$ cat src/rtl/clkser_port.sv
module clkser_port #(
  parameter int CW = 8
) (
  input  logic       clk,
  input  logic       rst_n,
  input  logic       reg_wr,
  input  logic [1:0] reg_addr,
  input  logic [7:0] reg_wdata,
  output logic [7:0] reg_rdata,
  input  logic       sck_in,
  output logic       sck_out,
  output logic       sck_oe,
  input  logic       sdi,
  output logic       sdo,
  output logic       irq
);
  logic          run, master, msb, pause, done;
  logic [7:0]    div, dcnt, shreg;
  logic [CW-1:0] bcnt;
  logic [2:0]    bpos;
  logic          sck_q, sdo_q, sck_prev;
  logic [1:0]    sck_sy, sdi_sy;

  wire wr_ctl = reg_wr && reg_addr == 2'd0;
  wire wr_div = reg_wr && reg_addr == 2'd1;
  wire wr_cnt = reg_wr && reg_addr == 2'd2;
  wire wr_dat = reg_wr && reg_addr == 2'd3;

  wire tgl     = run && master && dcnt == div;
  wire fall_ev = master ? (tgl && sck_q)  : (run && !sck_sy[1] && sck_prev);
  wire rise_ev = master ? (tgl && !sck_q) : (run && sck_sy[1] && !sck_prev);
  wire rx_bit  = master ? sdi : sdi_sy[1];
  wire out_bit = msb ? shreg[7] : shreg[0];

  always_ff @(posedge clk) begin
    if (!rst_n) begin
      run <= 1'b0; master <= 1'b0; msb <= 1'b0; pause <= 1'b0; done <= 1'b0;
      div <= '0; dcnt <= '0; shreg <= '0; bcnt <= '0; bpos <= '0;
      sck_q <= 1'b1; sdo_q <= 1'b1; sck_prev <= 1'b1;
      sck_sy <= 2'b11; sdi_sy <= 2'b00;
    end else begin
      sck_sy   <= {sck_sy[0], sck_in};
      sdi_sy   <= {sdi_sy[0], sdi};
      sck_prev <= sck_sy[1];
      dcnt     <= (run && master && dcnt != div) ? dcnt + 8'd1 : 8'd0;
      if (!run || !master) sck_q <= 1'b1;
      else if (tgl)        sck_q <= !sck_q;
      if (fall_ev) sdo_q <= out_bit;
      if (wr_ctl) begin
        run    <= reg_wdata[0];
        master <= reg_wdata[1];
        msb    <= reg_wdata[2];
        pause  <= reg_wdata[3];
        if (reg_wdata[7]) done <= 1'b0;
      end
      if (wr_div) div <= reg_wdata;
      if (wr_cnt) begin
        bcnt <= CW'(reg_wdata);
        bpos <= '0;
      end
      if (wr_dat) shreg <= reg_wdata;
      if (rise_ev) begin
        shreg <= msb ? {shreg[6:0], rx_bit} : {rx_bit, shreg[7:1]};
        bpos  <= bpos + 3'd1;
        if (bcnt == '0) begin
          run  <= 1'b0;
          done <= 1'b1;
        end else begin
          bcnt <= bcnt - 1'b1;
          if (pause && bpos == 3'd7) run <= 1'b0;
        end
      end
    end
  end

  always_comb begin
    case (reg_addr)
      2'd0:    reg_rdata = {done, 3'b000, pause, msb, master, run};
      2'd1:    reg_rdata = div;
      2'd2:    reg_rdata = 8'(bcnt);
      default: reg_rdata = shreg;
    endcase
  end

  assign sck_out = sck_q;
  assign sck_oe  = master;
  assign sdo     = sdo_q;
  assign irq     = done;
endmodule

$ cat config.mk
export PLATFORM = sky130hd
export DESIGN_NAME = clkser_port
export DESIGN_NICKNAME = d
export VERILOG_FILES = /design/src/rtl/clkser_port.sv
export SDC_FILE = /design/constraint.sdc
export NUM_CORES = 1
export LEC_CHECK = 0
export ABC_AREA = 0
export ABC_CLOCK_PERIOD_IN_PS = 2950
export BUFFER_PORTS_ARGS = -buffer_cell sky130_fd_sc_hd__buf_2
export CAP_MARGIN = 20
export CORE_MARGIN = 2
export CORE_UTILIZATION = 57
export DETAILED_ROUTE_END_ITERATION = 8
export PLACE_DENSITY = 0.85
export SKIP_CTS_REPAIR_TIMING = 1
export SLEW_MARGIN = 15
export SYNTH_ARGS = -nofsm -noshare
export SYNTH_HDL_FRONTEND = slang
export SYNTH_SLANG_ARGS = --single-unit
$ cat constraint.sdc
create_clock -name clk -period 2.95 [get_ports clk]
set_clock_uncertainty 0.15 [all_clocks]
set_input_delay 0.885 -clock clk [delete_from_list [all_inputs] [get_ports clk]]
set_output_delay 0.885 -clock clk [all_outputs]
set_load 0.01 [all_outputs]
==> results of run 1 <==
flip-flops by register name, summed over array words and instances, names as in the netlist:
register,flops
bcnt,8
shreg,8
dcnt,8
div,8
sck_out,1
sck_sy,2
msb,1
irq,1
sdi_sy,2
sck_oe,1
sck_prev,1
sdo,1
pause,1
run,1
bpos,3
final cells by class:
| class | count | area, µm² | area share [%] |
|---|---|---|---|
| timing repair buffer | 33 | 182.7 | 6.591 |
| multi-input combinational | 209 | 1483 | 53.50 |
| sequential | 47 | 940.9 | 33.95 |
| clock buffer | 7 | 76.32 | 2.754 |
| inverter | 5 | 18.77 | 0.6772 |
| tap | 52 | 65.06 | 2.348 |
| clock inverter | 1 | 5.005 | 0.1806 |
power by group:
part           switching, µW  total (µW)  internal [µW]
clock network            208         374            167
registers               20.9         672            651
logic                   82.4         149           66.3
total                    311        1190            884
synth_stat cells, drive strengths merged (2+ instances only):
cell and n:
dfxtp 47, nand2 34, nand3 20, nor2 18
xor2 15, mux2i 13, a21boi 10, clkbuf 10
mux2 9, nand4 9, o211a 8, o21ai 8
and3 7, buf 7, nand2b 6, nor2b 6
ha 5, inv 5, mux4 5, and2 4
nor3 4, nor3b 4, a21oi 3, a22o 3
o211ai 3, nor4 2
kinds of logic after synthesis:
family | after synthesis | synth area share, %
and+or+nand+nor | 119 | 24.53
DFF | 47 | 37.56
AOI/OAI and AO/OA | 42 | 12.59
muxes | 27 | 13.74
buffers and inverters | 22 | 3.497
xor gates and xnor gates | 16 | 5.595
adders and majority gates | 5 | 2.498
per-stage QoR:
step                hold WS [ns]  util [%]
global placement          0.2479     62.65
detailed placement        0.2485     62.65
finish                    0.2642     64.54
floorplan                 0.2363         -
CTS                       0.2691     64.54
global route              0.2872     64.54
per-layer routing:
layer	GRT usage, %	vias up
li1	-	1040
met1	33.67	1019
met2	41.61	76
met3	5.772	17
met4	9.402	0
met5	0	-
how the worst min path moves through the flow:
| stage | to | slack [ns] | cells after the start |
|---|---|---|---|
| 2_1_floorplan | sck_sy[1] | 0.24 | 1 |
| 3_3_place_gp | sck_sy[1] | 0.25 | 1 |
| 3_5_place_dp | sck_sy[1] | 0.25 | 1 |
| 4_1_cts | sck_sy[1] | 0.27 | 1 |
| 5_1_grt | sck_sy[1] | 0.29 | 1 |
| 6_report | sck_sy[1] | 0.26 | 1 |
==> results_dict.tcl, run 1 <==
set metrics [dict create \
    outcome "completed" \
    fp.dieH_um 70.29 \
    synth_fp_nets 298 \
    cp_top_family "multiplexers" \
    path_max_fanout 12 \
    area_growth_pct 10.64 \
    grt_max_degree 33 \
    cp.depth 3 \
    post-dp-hpwl_um 4392 \
    max-clock-path-buffers 2 \
    num-nets-final 321 \
    cpMostUsedCell "buf_2" \
    endpoint "reg_rdata[0]" \
    setup_viol 0 \
    hold_path_class "reg -> reg" \
    initial_core_util_pct 58.33 \
    syn_area_mm2 0.002505 \
    synth_edf_count 0 \
    vias 2152 \
    instances_no_fill 354 \
    grt-ovfl-total 0 \
    synthFlopType "dfxtp_1" \
    top_layer "met4" \
    dieArea_mm2 0.004941 \
    arrival_ns 1.88 \
    setup_tns_ns 0 \
    critPathKind "in -> out" \
    final_cell_mix "dfxtp_1 (47), nand2_1 (34), buf_2 (26)" \
    fmax_mhz 343.5 \
    fillers 369 \
    drv_slew 0 \
    rr_worst_depth 6 \
    stdcell_area_mm2 0.002771 \
    io_buffers 26 \
    worst_slew_pin_slew_ns 0.5667 \
    numCtsBuffers 5 \
    drt-met1-wl_um 2582 \
    drive_above_1_share_pct 19.21 \
    root_buffer "clkbuf_8" \
    cts.sink_count 47 \
    min_period_ns 2.912 \
    synth_cells 278 \
    rows 24 \
    grt_pass1_vias 2010 \
    wl_met3_um 396 \
    avgSynthCellArea_um2 9.010 \
    antenna_found_initial 0 \
    wl_um 6035 \
    p_total_uw 1195 \
    drt_iter0_drc 156 \
    avgRoutedWirePerCell_um 17.05 \
    rsz0062_at_grt "no" \
    hold_viol 0 \
    via_per_inst 6.079 \
    cap_viol_max_count 0 \
    layout_commonest_cell "dfxtp_1" \
    dp_slack_ns 0.04328 \
    critical_path.startpoint "reg_addr[1]" \
    dp.cells 346 \
    clk_latency_ns 0.30 \
    critPathSlowestCell "mux4_2" \
    yosysTopAreaCellShare_pct 37.56 \
    place_congestion 0.9681 \
    r2r_setup_slack_ns 0.62 \
    synthTopCellsByArea "dfxtp_1 (38%), xor2_1 (5.2%), mux2i_1 (5.2%), nand2_1 (5.1%), mux4_2 (4.5%)" \
    r2r-start "div[2]" \
    synth_seq_area_share_pct 37.56 \
    antenna_cells 0 \
    cp-end-kind "output pin" \
    htreeDepth 2 \
    synthArstFlopShare_pct 0 \
    die_x_um 70.29 \
    wl_met2_um 2850 \
    yosysTopAreaCell "dfxtp_1" \
    final.setup.worst_slack_ns 0.03841 \
    io_pins 27 \
    cp.required_ns 1.92 \
    ir_drop_mv 0.3013 \
    slowest_delay_ns 0.54 \
    final_antenna_net_count 0 \
    timing.rr.end "bcnt[6]" \
    placed_area_mm2 0.002690 \
    synth_seq_cells 47 \
    yosys_warnings 0 \
    synth.distinct_cells 42 \
    drc 0 \
    powerDensity_mw_per_mm2 431.1 \
    track_usage_pct 25.75 \
    cts_tree "done" \
    core-area_mm2 0.004294 \
    maxSlewHeadroom_pct 62.05 \
    p_leak_uw 0.001274 \
    hp-start "sck_sy[0]" \
    path_clk_slew_ns 0.08 \
    drt-pass1-iter-count 4 \
    cp_num_buf_inv 2 \
    worstSetupStartpointType "input port" \
    crit_chain "buf_2, mux4_2, buf_2" \
    grt_pass1_wl_um 10010 \
    timing.final.crit_share_pct 98.70 \
]
No activity file was read; power rests on OpenSTA's default activity.
==> run 2, diff against run 1 <==
--- a/config.mk
+++ b/config.mk
@@ -12,7 +12,9 @@
 export CORE_MARGIN = 2
 export CORE_UTILIZATION = 57
 export DETAILED_ROUTE_END_ITERATION = 8
+export GPL_TIMING_DRIVEN = 0
 export PLACE_DENSITY = 0.85
+export SETUP_SLACK_MARGIN = 0.3
 export SKIP_CTS_REPAIR_TIMING = 1
 export SLEW_MARGIN = 15
 export SYNTH_ARGS = -nofsm -noshare
==> run 2 against run 1 <==
Effect of this change: sequential cell count stayed put; utilization is 6.0 points higher; global-route usage grew 0.73 points; first-iteration DRC count rose by 110%; cell area increased by 9.3%; maximum frequency grew 4.2%; sequential share of layout area is 2.9 points lower; cell count up 5.1%; count of clock-buffer cells in the layout decreased by 1; sequential power barely moved.
==> results_dict.tcl, run 2 (same netlist as run 1, synthesis figures left out) <==
set metrics [dict create \
    cts_tree "done" \
    worst_slew_pin_slew_ns 0.5721 \
    min_period_ns 2.795 \
    path_max_fanout 5 \
    critical_path.startpoint "reg_addr[1]" \
    cp.required_ns 1.92 \
    antenna_found_initial 0 \
    drc 0 \
    grt-ovfl-total 0 \
    rows 24 \
    cp-end-kind "output pin" \
    maxSlewHeadroom_pct 61.69 \
    grt_max_degree 15 \
    wl_um 7121 \
    io_pins 27 \
    max-clock-path-buffers 2 \
    p_total_uw 1422 \
    drt_iter0_drc 331 \
    root_buffer "clkbuf_8" \
    numCtsBuffers 5 \
    track_usage_pct 26.48 \
    timing.final.crit_share_pct 94.74 \
    place_congestion 0.9709 \
    area_growth_pct 20.93 \
    clk_latency_ns 0.31 \
    critPathKind "in -> out" \
    core-area_mm2 0.004294 \
    initial_core_util_pct 58.33 \
    wl_met2_um 3467 \
    layout_commonest_cell "dfxtp_1" \
    num-nets-final 339 \
    powerDensity_mw_per_mm2 469.5 \
    hold_viol 0 \
    grt_pass1_vias 2133 \
    ir_drop_mv 0.2693 \
    arrival_ns 1.76 \
    drive_above_1_share_pct 20.63 \
    p_leak_uw 0.001380 \
    vias 2373 \
    dp_slack_ns -0.03671 \
    antenna_cells 0 \
    cts.sink_count 47 \
    rr_worst_depth 7 \
    timing.rr.end "bcnt[6]" \
    timing.hold.ws_ns 0.2666 \
    endpoint "reg_rdata[7]" \
    path_clk_slew_ns 0.10 \
    post-dp-hpwl_um 4584 \
    final_cell_mix "dfxtp_1 (47), nand2_1 (34), buf_2 (22)" \
    hold_path_class "reg -> reg" \
    top_layer "met4" \
    outcome "completed" \
    final_antenna_net_count 0 \
    worstSetupStartpointType "input port" \
    via_per_inst 6.379 \
    fp.dieH_um 70.29 \
    htreeDepth 2 \
    die_x_um 70.29 \
    io_buffers 25 \
    r2r_setup_slack_ns 0.54 \
    fmax_mhz 357.8 \
    drv_slew 0 \
    final_util_pct 70.54 \
    drt-pass1-iter-count 6 \
    cap_viol_max_count 0 \
    final.setup.worst_slack_ns 0.1552 \
    avgRoutedWirePerCell_um 19.14 \
    grt_pass1_wl_um 10250 \
    r2r-start "dcnt[2]" \
    drt-met1-wl_um 2788 \
    dieArea_mm2 0.004941 \
    rsz0062_at_grt "yes" \
    wl_met3_um 635 \
    setup_viol 0 \
]
## run 2: how the worst min path moves through the flow
| stage | start | depth (start not counted) | end |
|---|---|---|---|
| 6_report | sck_sy[0] | 1 | sck_sy[1] |
| 2_1_floorplan | sck_sy[0] | 1 | sck_sy[1] |
| 5_1_grt | sck_sy[0] | 1 | sck_sy[1] |
| 4_1_cts | sck_sy[0] | 1 | sck_sy[1] |
| 3_3_place_gp | sck_sy[0] | 1 | sck_sy[1] |
| 3_5_place_dp | sck_sy[0] | 1 | sck_sy[1] |
## run 2: worst max-delay path: stages
cell    delay (ns)
buf_12        0.08
buf_8         0.12
mux4_2        0.52
buf_6         0.14
## run 2: area by class of cell
type,count,area [µm²]
plain buffers,17,97.59
fillers,303,1265
inverters,5,18.77
well taps,52,65.06
repair buffers,34,282.8
clock buffers,6,72.57
multi-input cells,209,1491
flip-flops and latches,47,940.9
clock inverters,2,60.06
## run 2: where the power goes
part / internal (µW) / switching (µW)
Sequential: 651 / 18.8
Clock: 339 / 225
Combinational: 89.4 / 99.4
## run 2: through the flow
step           setup TNS, ns  cells  instance area [µm²]
2_1_floorplan              0    278                 2520
3_3_place_gp        -0.08601    355                 2710
3_5_place_dp         -0.1039    355                 2710
4_1_cts              -0.1586    363                 2843
5_1_grt                    0    372                 3029
6_report                   0    372                 3029
## run 2: metal layers
metal / track usage, % / vias up
met5: 0 / -
met4: 11.11 / 0
met3: 4.906 / 32
met2: 42.56 / 130
met1: 34.82 / 1136
li1: - / 1075
